File: config.mk
export PLATFORM = sky130hd
export DESIGN_NAME = lpc_wr_target
export DESIGN_NICKNAME = d
export VERILOG_FILES = /design/src/rtl/lpc_wr_pkg.sv /design/src/rtl/lpc_wr_fsm.sv /design/src/rtl/lpc_wr_shift.sv /design/src/rtl/lpc_wr_drive.sv /design/src/rtl/lpc_wr_target.sv
export SDC_FILE = /design/constraint.sdc
export NUM_CORES = 1
export LEC_CHECK = 0
export BUFFER_PORTS_ARGS = -buffer_cell sky130_fd_sc_hd__buf_2
export CAP_MARGIN = 20
export CORE_ASPECT_RATIO = 0.7
export CORE_MARGIN = 5
export CORE_UTILIZATION = 45
export DETAILED_ROUTE_END_ITERATION = 6
export MAX_ROUTING_LAYER = met4
export PLACE_DENSITY = 0.65
export SYNTH_ARGS = -nofsm -noshare
export SYNTH_HDL_FRONTEND = slang
export SYNTH_SLANG_ARGS = --single-unit
File: constraint.sdc
create_clock -name clk -period 1.6 [get_ports clk]
set_clock_uncertainty 0.2 [all_clocks]
set_input_delay 0.32 -clock clk [delete_from_list [all_inputs] [get_ports clk]]
set_output_delay 0.32 -clock clk [all_outputs]
set_load 0.1 [all_outputs]
File: src/rtl/lpc_wr_pkg.sv
package lpc_wr_pkg;

    localparam int NIB_W = 4;

    localparam logic [NIB_W-1:0] NIB_START = 4'b0000;
    localparam logic [NIB_W-1:0] NIB_READY = 4'b0000;
    localparam logic [NIB_W-1:0] NIB_ONES  = 4'b1111;

    typedef enum logic [3:0] {
        PH_IDLE,
        PH_TYPE,
        PH_ADDR,
        PH_DATA,
        PH_HOST_TA0,
        PH_HOST_TA1,
        PH_READY,
        PH_TGT_TA0,
        PH_TGT_TA1
    } phase_e;

    typedef struct packed {
        logic addr_shift;
        logic data_shift;
        logic commit;
    } dp_ctl_t;

    typedef struct packed {
        logic             oe;
        logic [NIB_W-1:0] val;
    } drive_t;

    function automatic logic is_mem_write(input logic [NIB_W-1:0] n);
        return (n[3:2] == 2'b01) && n[1];
    endfunction

endpackage

File: src/rtl/lpc_wr_fsm.sv
module lpc_wr_fsm
    import lpc_wr_pkg::*;
#(
    parameter int ADDR_NIBS = 8,
    parameter int DATA_NIBS = 2
) (
    input  logic             clk,
    input  logic             rst,
    input  logic             frame_n,
    input  logic [NIB_W-1:0] nib,
    output phase_e           phase,
    output dp_ctl_t          ctl
);

    localparam int MAX_NIBS = (ADDR_NIBS > DATA_NIBS) ? ADDR_NIBS : DATA_NIBS;
    localparam int CNT_W    = (MAX_NIBS > 1) ? $clog2(MAX_NIBS) : 1;
    localparam logic [CNT_W-1:0] ADDR_LAST = CNT_W'(ADDR_NIBS - 1);
    localparam logic [CNT_W-1:0] DATA_LAST = CNT_W'(DATA_NIBS - 1);

    phase_e           phase_q, phase_d;
    logic [CNT_W-1:0] cnt_q, cnt_d;

    always_comb begin
        phase_d = phase_q;
        cnt_d   = cnt_q;
        if (!frame_n) begin
            phase_d = (nib == NIB_START) ? PH_TYPE : PH_IDLE;
            cnt_d   = '0;
        end else begin
            unique case (phase_q)
                PH_IDLE:     phase_d = PH_IDLE;
                PH_TYPE: begin
                    phase_d = is_mem_write(nib) ? PH_ADDR : PH_IDLE;
                    cnt_d   = '0;
                end
                PH_ADDR: begin
                    if (cnt_q == ADDR_LAST) begin
                        phase_d = PH_DATA;
                        cnt_d   = '0;
                    end else begin
                        cnt_d = cnt_q + 1'b1;
                    end
                end
                PH_DATA: begin
                    if (cnt_q == DATA_LAST) begin
                        phase_d = PH_HOST_TA0;
                        cnt_d   = '0;
                    end else begin
                        cnt_d = cnt_q + 1'b1;
                    end
                end
                PH_HOST_TA0: phase_d = PH_HOST_TA1;
                PH_HOST_TA1: phase_d = PH_READY;
                PH_READY:    phase_d = PH_TGT_TA0;
                PH_TGT_TA0:  phase_d = PH_TGT_TA1;
                PH_TGT_TA1:  phase_d = PH_IDLE;
                default:     phase_d = PH_IDLE;
            endcase
        end
    end

    always_ff @(posedge clk) begin
        if (rst) begin
            phase_q <= PH_IDLE;
            cnt_q   <= '0;
        end else begin
            phase_q <= phase_d;
            cnt_q   <= cnt_d;
        end
    end

    always_comb begin
        ctl.addr_shift = frame_n && (phase_q == PH_ADDR);
        ctl.data_shift = frame_n && (phase_q == PH_DATA);
        ctl.commit     = frame_n && (phase_q == PH_READY);
    end

    assign phase = phase_q;

endmodule

File: src/rtl/lpc_wr_shift.sv
module lpc_wr_shift
    import lpc_wr_pkg::*;
#(
    parameter int ADDR_W = 32,
    parameter int DATA_W = 8
) (
    input  logic              clk,
    input  logic              rst,
    input  logic [NIB_W-1:0]  nib,
    input  dp_ctl_t           ctl,
    output logic [ADDR_W-1:0] wr_addr,
    output logic [DATA_W-1:0] wr_data,
    output logic              wr_valid
);

    logic [ADDR_W-1:0] addr_sh;
    logic [DATA_W-1:0] data_sh;

    // Address: first nibble ends up in the top bits.
    generate
        if (ADDR_W > NIB_W) begin : g_addr_multi
            always_ff @(posedge clk) begin
                if (rst)                 addr_sh <= '0;
                else if (ctl.addr_shift) addr_sh <= {addr_sh[ADDR_W-NIB_W-1:0], nib};
            end
        end else begin : g_addr_single
            always_ff @(posedge clk) begin
                if (rst)                 addr_sh <= '0;
                else if (ctl.addr_shift) addr_sh <= nib[ADDR_W-1:0];
            end
        end
    endgenerate

    // Data: first nibble ends up in the bottom bits.
    generate
        if (DATA_W > NIB_W) begin : g_data_multi
            always_ff @(posedge clk) begin
                if (rst)                 data_sh <= '0;
                else if (ctl.data_shift) data_sh <= {nib, data_sh[DATA_W-1:NIB_W]};
            end
        end else begin : g_data_single
            always_ff @(posedge clk) begin
                if (rst)                 data_sh <= '0;
                else if (ctl.data_shift) data_sh <= nib[DATA_W-1:0];
            end
        end
    endgenerate

    always_ff @(posedge clk) begin
        if (rst) begin
            wr_addr  <= '0;
            wr_data  <= '0;
            wr_valid <= 1'b0;
        end else begin
            wr_valid <= ctl.commit;
            if (ctl.commit) begin
                wr_addr <= addr_sh;
                wr_data <= data_sh;
            end
        end
    end

endmodule

File: src/rtl/lpc_wr_drive.sv
module lpc_wr_drive
    import lpc_wr_pkg::*;
(
    input  phase_e phase,
    output drive_t drv
);

    always_comb begin
        unique case (phase)
            PH_READY:   drv = '{oe: 1'b1, val: NIB_READY};
            PH_TGT_TA0: drv = '{oe: 1'b1, val: NIB_ONES};
            default:    drv = '{oe: 1'b0, val: NIB_ONES};
        endcase
    end

endmodule

File: src/rtl/lpc_wr_target.sv
module lpc_wr_target
    import lpc_wr_pkg::*;
#(
    parameter int ADDR_W = 32,
    parameter int DATA_W = 8
) (
    input  logic              clk,
    input  logic              rst,
    input  logic              frame_n,
    input  logic [3:0]        bus_in,
    output logic [3:0]        bus_out,
    output logic              bus_oe,
    output logic [ADDR_W-1:0] wr_addr,
    output logic [DATA_W-1:0] wr_data,
    output logic              wr_valid
);

    localparam int ADDR_NIBS = ADDR_W / NIB_W;
    localparam int DATA_NIBS = DATA_W / NIB_W;

    phase_e  phase;
    dp_ctl_t ctl;
    drive_t  drv;

    lpc_wr_fsm #(
        .ADDR_NIBS(ADDR_NIBS),
        .DATA_NIBS(DATA_NIBS)
    ) u_fsm (
        .clk     (clk),
        .rst     (rst),
        .frame_n (frame_n),
        .nib     (bus_in),
        .phase   (phase),
        .ctl     (ctl)
    );

    lpc_wr_shift #(
        .ADDR_W(ADDR_W),
        .DATA_W(DATA_W)
    ) u_shift (
        .clk      (clk),
        .rst      (rst),
        .nib      (bus_in),
        .ctl      (ctl),
        .wr_addr  (wr_addr),
        .wr_data  (wr_data),
        .wr_valid (wr_valid)
    );

    lpc_wr_drive u_drive (
        .phase (phase),
        .drv   (drv)
    );

    assign bus_out = drv.val;
    assign bus_oe  = drv.oe;

endmodule

==> results_dict.tcl <==
set metrics [dict create \
    outcome "complete, but fails checks" \
    failed_checks "negative setup slack" \
    irDropWorstVdd_uv 626.6 \
    num-fill-cells 543 \
    cts_root_buffer "sky130_fd_sc_hd__clkbuf_8" \
    postSynthCellCount 406 \
    final_hold_viol_count 0 \
    drive_gt1_frac 0.4161 \
    p_sw_uw 833.7 \
    antenna-diode-count 0 \
    synth-edff-count 0 \
    synth_net_count 417 \
    synth_top_cell_by_area "sky130_fd_sc_hd__dfxtp_1" \
    cts_hold_buffers 0 \
    reg2reg_slack_ns -0.21 \
    grt_antenna_before_repair 0 \
    grt_pass1_vias 2668 \
    io_port_bufs 52 \
    area_growth_pct 51.52 \
    pre_cts_ws_ns -0.1289 \
    die_area_mm2 0.009368 \
    worst_setup_path_end_kind "flip-flop" \
    synthTopCellsByArea "sky130_fd_sc_hd__dfxtp_1, sky130_fd_sc_hd__nand2_1, sky130_fd_sc_hd__a21oi_1, sky130_fd_sc_hd__buf_6, sky130_fd_sc_hd__clkbuf_1" \
    route.met3.wl_um 366 \
    startpoint_type "flip-flop" \
    die_h_um 82.49 \
    maxSlewHeadroom 0.7349 \
    detailed_place_hpwl_um 5026 \
    worst_setup_path_type "flip-flop to flip-flop" \
    worst-path-max-fanout 8 \
    syn-mean-instance-area_um2 8.321 \
    totalPowerFinal_uw 3824 \
    cts.clk_slew.worst_paths_ns 0.08 \
    regToRegEndpoint "u_shift.addr_sh[31]$_SDFFE_PP0P_" \
    crit_arrival_ns 1.87 \
    num_vias 2944 \
    ant_nets 0 \
    drt-wirelength-per-cell_um 14.64 \
    warning_count_from_the_yosys_run 0 \
    power.leakage_uw 0.002062 \
    routed_via_density 5.067 \
    wire_length_of_the_first_global_routing_pass_um 12790 \
    netlist_area_mm2 0.003378 \
    hold_path_startpoint "bus_in[0]" \
    most_frequent_cells_after_synthesis "sky130_fd_sc_hd__nand2_1, sky130_fd_sc_hd__dfxtp_1, sky130_fd_sc_hd__a21oi_1, sky130_fd_sc_hd__clkbuf_1, sky130_fd_sc_hd__nor2_1" \
    max_slew.worst_pin.slew_ns 0.3936 \
    place_congestion 0.8625 \
    fin_nets 489 \
    setup_total_negative_slack_ns -9.453 \
    hold_end "u_shift.addr_sh[0]$_SDFFE_PP0P_" \
    floorplan.initialDensity 0.4615 \
    min_path_type "input port to flip-flop" \
    cts_tree "built" \
    remaining_drc_errors 0 \
    synth_flop_cell "sky130_fd_sc_hd__dfxtp_1" \
    htree_levels 3 \
    holdWs_ns 0.05660 \
    timing.final.crit_share 1.130 \
    cts-buffers-inserted 9 \
    core-area_mm2 0.007320 \
    clkPwrFrac 0.396 \
    synth_sequential_area_ratio 0.5215 \
    finalCoreUtilization 0.6993 \
    firstDrtPassIters 4 \
    cts-root-to-sink-buffers 2 \
    timing.critical_path.required_ns 1.67 \
    synthArstFlopShare 0 \
    power.sequential.fraction 0.574 \
    routed.top_layer "met4" \
    powerDensity_mw_per_mm2 747.1 \
    worst_r2r_startpoint "u_fsm.phase[3]$_SDFFE_PP0P_" \
    grt_max_degree 49 \
    timing.fmax_ghz 0.5532 \
    global_route.overflow_total 0 \
    drt_iter0_markers 174 \
    maxCapViolations 0 \
    placement_rows 26 \
    multi_input_area_mm2 0.001758 \
    ioPinCount 53 \
    synth.top_cell.area_share 0.5215 \
    grt_setup_unrepaired "true" \
    die_w_um 113.6 \
    met2RoutedLength_um 3994 \
    postSynthRegisterBits 88 \
    final-seq-area_mm2 0.001772 \
    switching_share 0.2180 \
    synth_cell_types 35 \
    clk-insertion-delay-late_ns 0.35 \
    r2r_cells 9 \
    post-route-min-period_ns 1.808 \
    final_routed_wirelength_um 8504 \
    met1_length_um 4077 \
    track_usage 0.1764 \
    synth_most_common_cell "sky130_fd_sc_hd__nand2_1" \
    cell_depth_of_the_worst_hold_path 3 \
    final.setup.worst_slack_ns -0.2076 \
    power_report.internal_total_uw 2991 \
    final_max_slew_viol_count 0 \
    cts_sinks 88 \
    combPwrFrac 0.030 \
    setup_viol 81 \
]
[cell families after synthesis]
family	count (synthesis)	synth area share
xor+xnor	1	0.002593
compound gates	88	0.1459
fa+ha+maj	4	0.01482
simple gates	186	0.2396
mux	4	0.01185
buf+inv	35	0.06370
flops	88	0.5215
[metal layers]
| layer | global-route usage | vias to the layer above |
|---|---|---|
| li1 | - | 1479 |
| met2 | 0.2803 | 53 |
| met1 | 0.2271 | 1405 |
| met5 | - | - |
| met4 | 0.03361 | 0 |
| met3 | 0.05244 | 7 |
[worst max-delay path by stage]
stage / start / to / slack, ns / cells past startpoint
6_report: u_fsm.phase[3]$_SDFFE_PP0P_ / u_shift.addr_sh[31]$_SDFFE_PP0P_ / -0.21 / 9
5_1_grt: u_fsm.phase[3]$_SDFFE_PP0P_ / u_shift.addr_sh[31]$_SDFFE_PP0P_ / -0.28 / 9
4_1_cts: u_fsm.phase[3]$_SDFFE_PP0P_ / bus_out[2] / -0.21 / 4
3_5_place_dp: u_fsm.cnt_q[1]$_SDFFE_PP0P_ / u_fsm.cnt_q[1]$_SDFFE_PP0P_ / -0.13 / 7
3_3_place_gp: u_fsm.cnt_q[1]$_SDFFE_PP0P_ / u_fsm.cnt_q[1]$_SDFFE_PP0P_ / -0.05 / 7
2_1_floorplan: u_fsm.phase[0]$_SDFFE_PP0P_ / bus_out[1] / -0.14 / 4
[critical path: stages, from the launching register on]
cell and delay (ns):
sky130_fd_sc_hd__dfxtp_2 0.34, sky130_fd_sc_hd__buf_12 0.12, sky130_fd_sc_hd__nor2_8 0.09, sky130_fd_sc_hd__buf_4 0.12
sky130_fd_sc_hd__buf_6 0.10, sky130_fd_sc_hd__nor4b_4 0.20, sky130_fd_sc_hd__buf_6 0.18, sky130_fd_sc_hd__clkbuf_16 0.15
sky130_fd_sc_hd__nand2_1 0.05, sky130_fd_sc_hd__a21oi_1 0.17
[metrics by stage]
stage / instances / cell area, um2
global route: 581 / 5119
finish: 581 / 5119
detailed placement: 548 / 4283
floorplan: 406 / 3453
CTS: 573 / 4657
global placement: 548 / 4283
[registers in the layout, summed over array words and instances (netlist names)]
signal,flops
u_shift.wr_addr,32
u_shift.data_sh,8
u_fsm.phase,4
u_shift.wr_data,8
u_shift.wr_valid,1
u_shift.addr_sh,32
u_fsm.cnt_q,3
[power by group through the flow]
| stage | clock, uW | sequential [uW] | combinational [uW] |
|---|---|---|---|
| floorplan | 0 | 2240 | 61.9 |
| global placement | 0 | 2250 | 94.6 |
| detailed placement | 0 | 2250 | 95.4 |
| CTS | 1540 | 2190 | 98.9 |
| global route | 1640 | 2190 | 124 |
| finish | 1510 | 2190 | 116 |
[layout by cell type, fill, tap and decap left out, types with 2 or more instances in the layout]
master	instances
sky130_fd_sc_hd__nor4_1	2
sky130_fd_sc_hd__nor3_1	3
sky130_fd_sc_hd__dfxtp_2	5
sky130_fd_sc_hd__inv_2	2
sky130_fd_sc_hd__clkinv_2	2
sky130_fd_sc_hd__o21ai_0	2
sky130_fd_sc_hd__inv_1	2
sky130_fd_sc_hd__clkbuf_16	4
sky130_fd_sc_hd__clkbuf_8	10
sky130_fd_sc_hd__ha_1	3
sky130_fd_sc_hd__mux2i_1	4
sky130_fd_sc_hd__nand2_1	124
sky130_fd_sc_hd__nor2_1	9
sky130_fd_sc_hd__buf_12	36
sky130_fd_sc_hd__nand3_1	5
sky130_fd_sc_hd__a21oi_2	43
sky130_fd_sc_hd__a21oi_1	35
sky130_fd_sc_hd__buf_8	2
sky130_fd_sc_hd__buf_2	6
sky130_fd_sc_hd__buf_6	6
sky130_fd_sc_hd__buf_4	37
sky130_fd_sc_hd__dfxtp_1	82
sky130_fd_sc_hd__nand2_2	11
sky130_fd_sc_hd__a22oi_1	2
sky130_fd_sc_hd__nand2_4	18
[area by class of cell]
| cell class | count | area share |
|---|---|---|
| clock buffers | 11 | 0.02762 |
| clock inverters | 5 | 0.01100 |
| inverters | 4 | 0.002933 |
| multi-input cells | 283 | 0.3434 |
| flip-flops and latches | 88 | 0.3461 |
| well taps | 98 | 0.02396 |
| repair buffers | 92 | 0.2449 |
[what timing repair did]
item / 4_1_cts / 5_1_grt
pin swaps: 5 / 31
setup buffers: 7 / 3
gates cloned: 2 / 5
setup endpoints to repair: 39 / 82
resized for setup: 35 / 90
No activity file was read; power rests on OpenSTA's default activity.
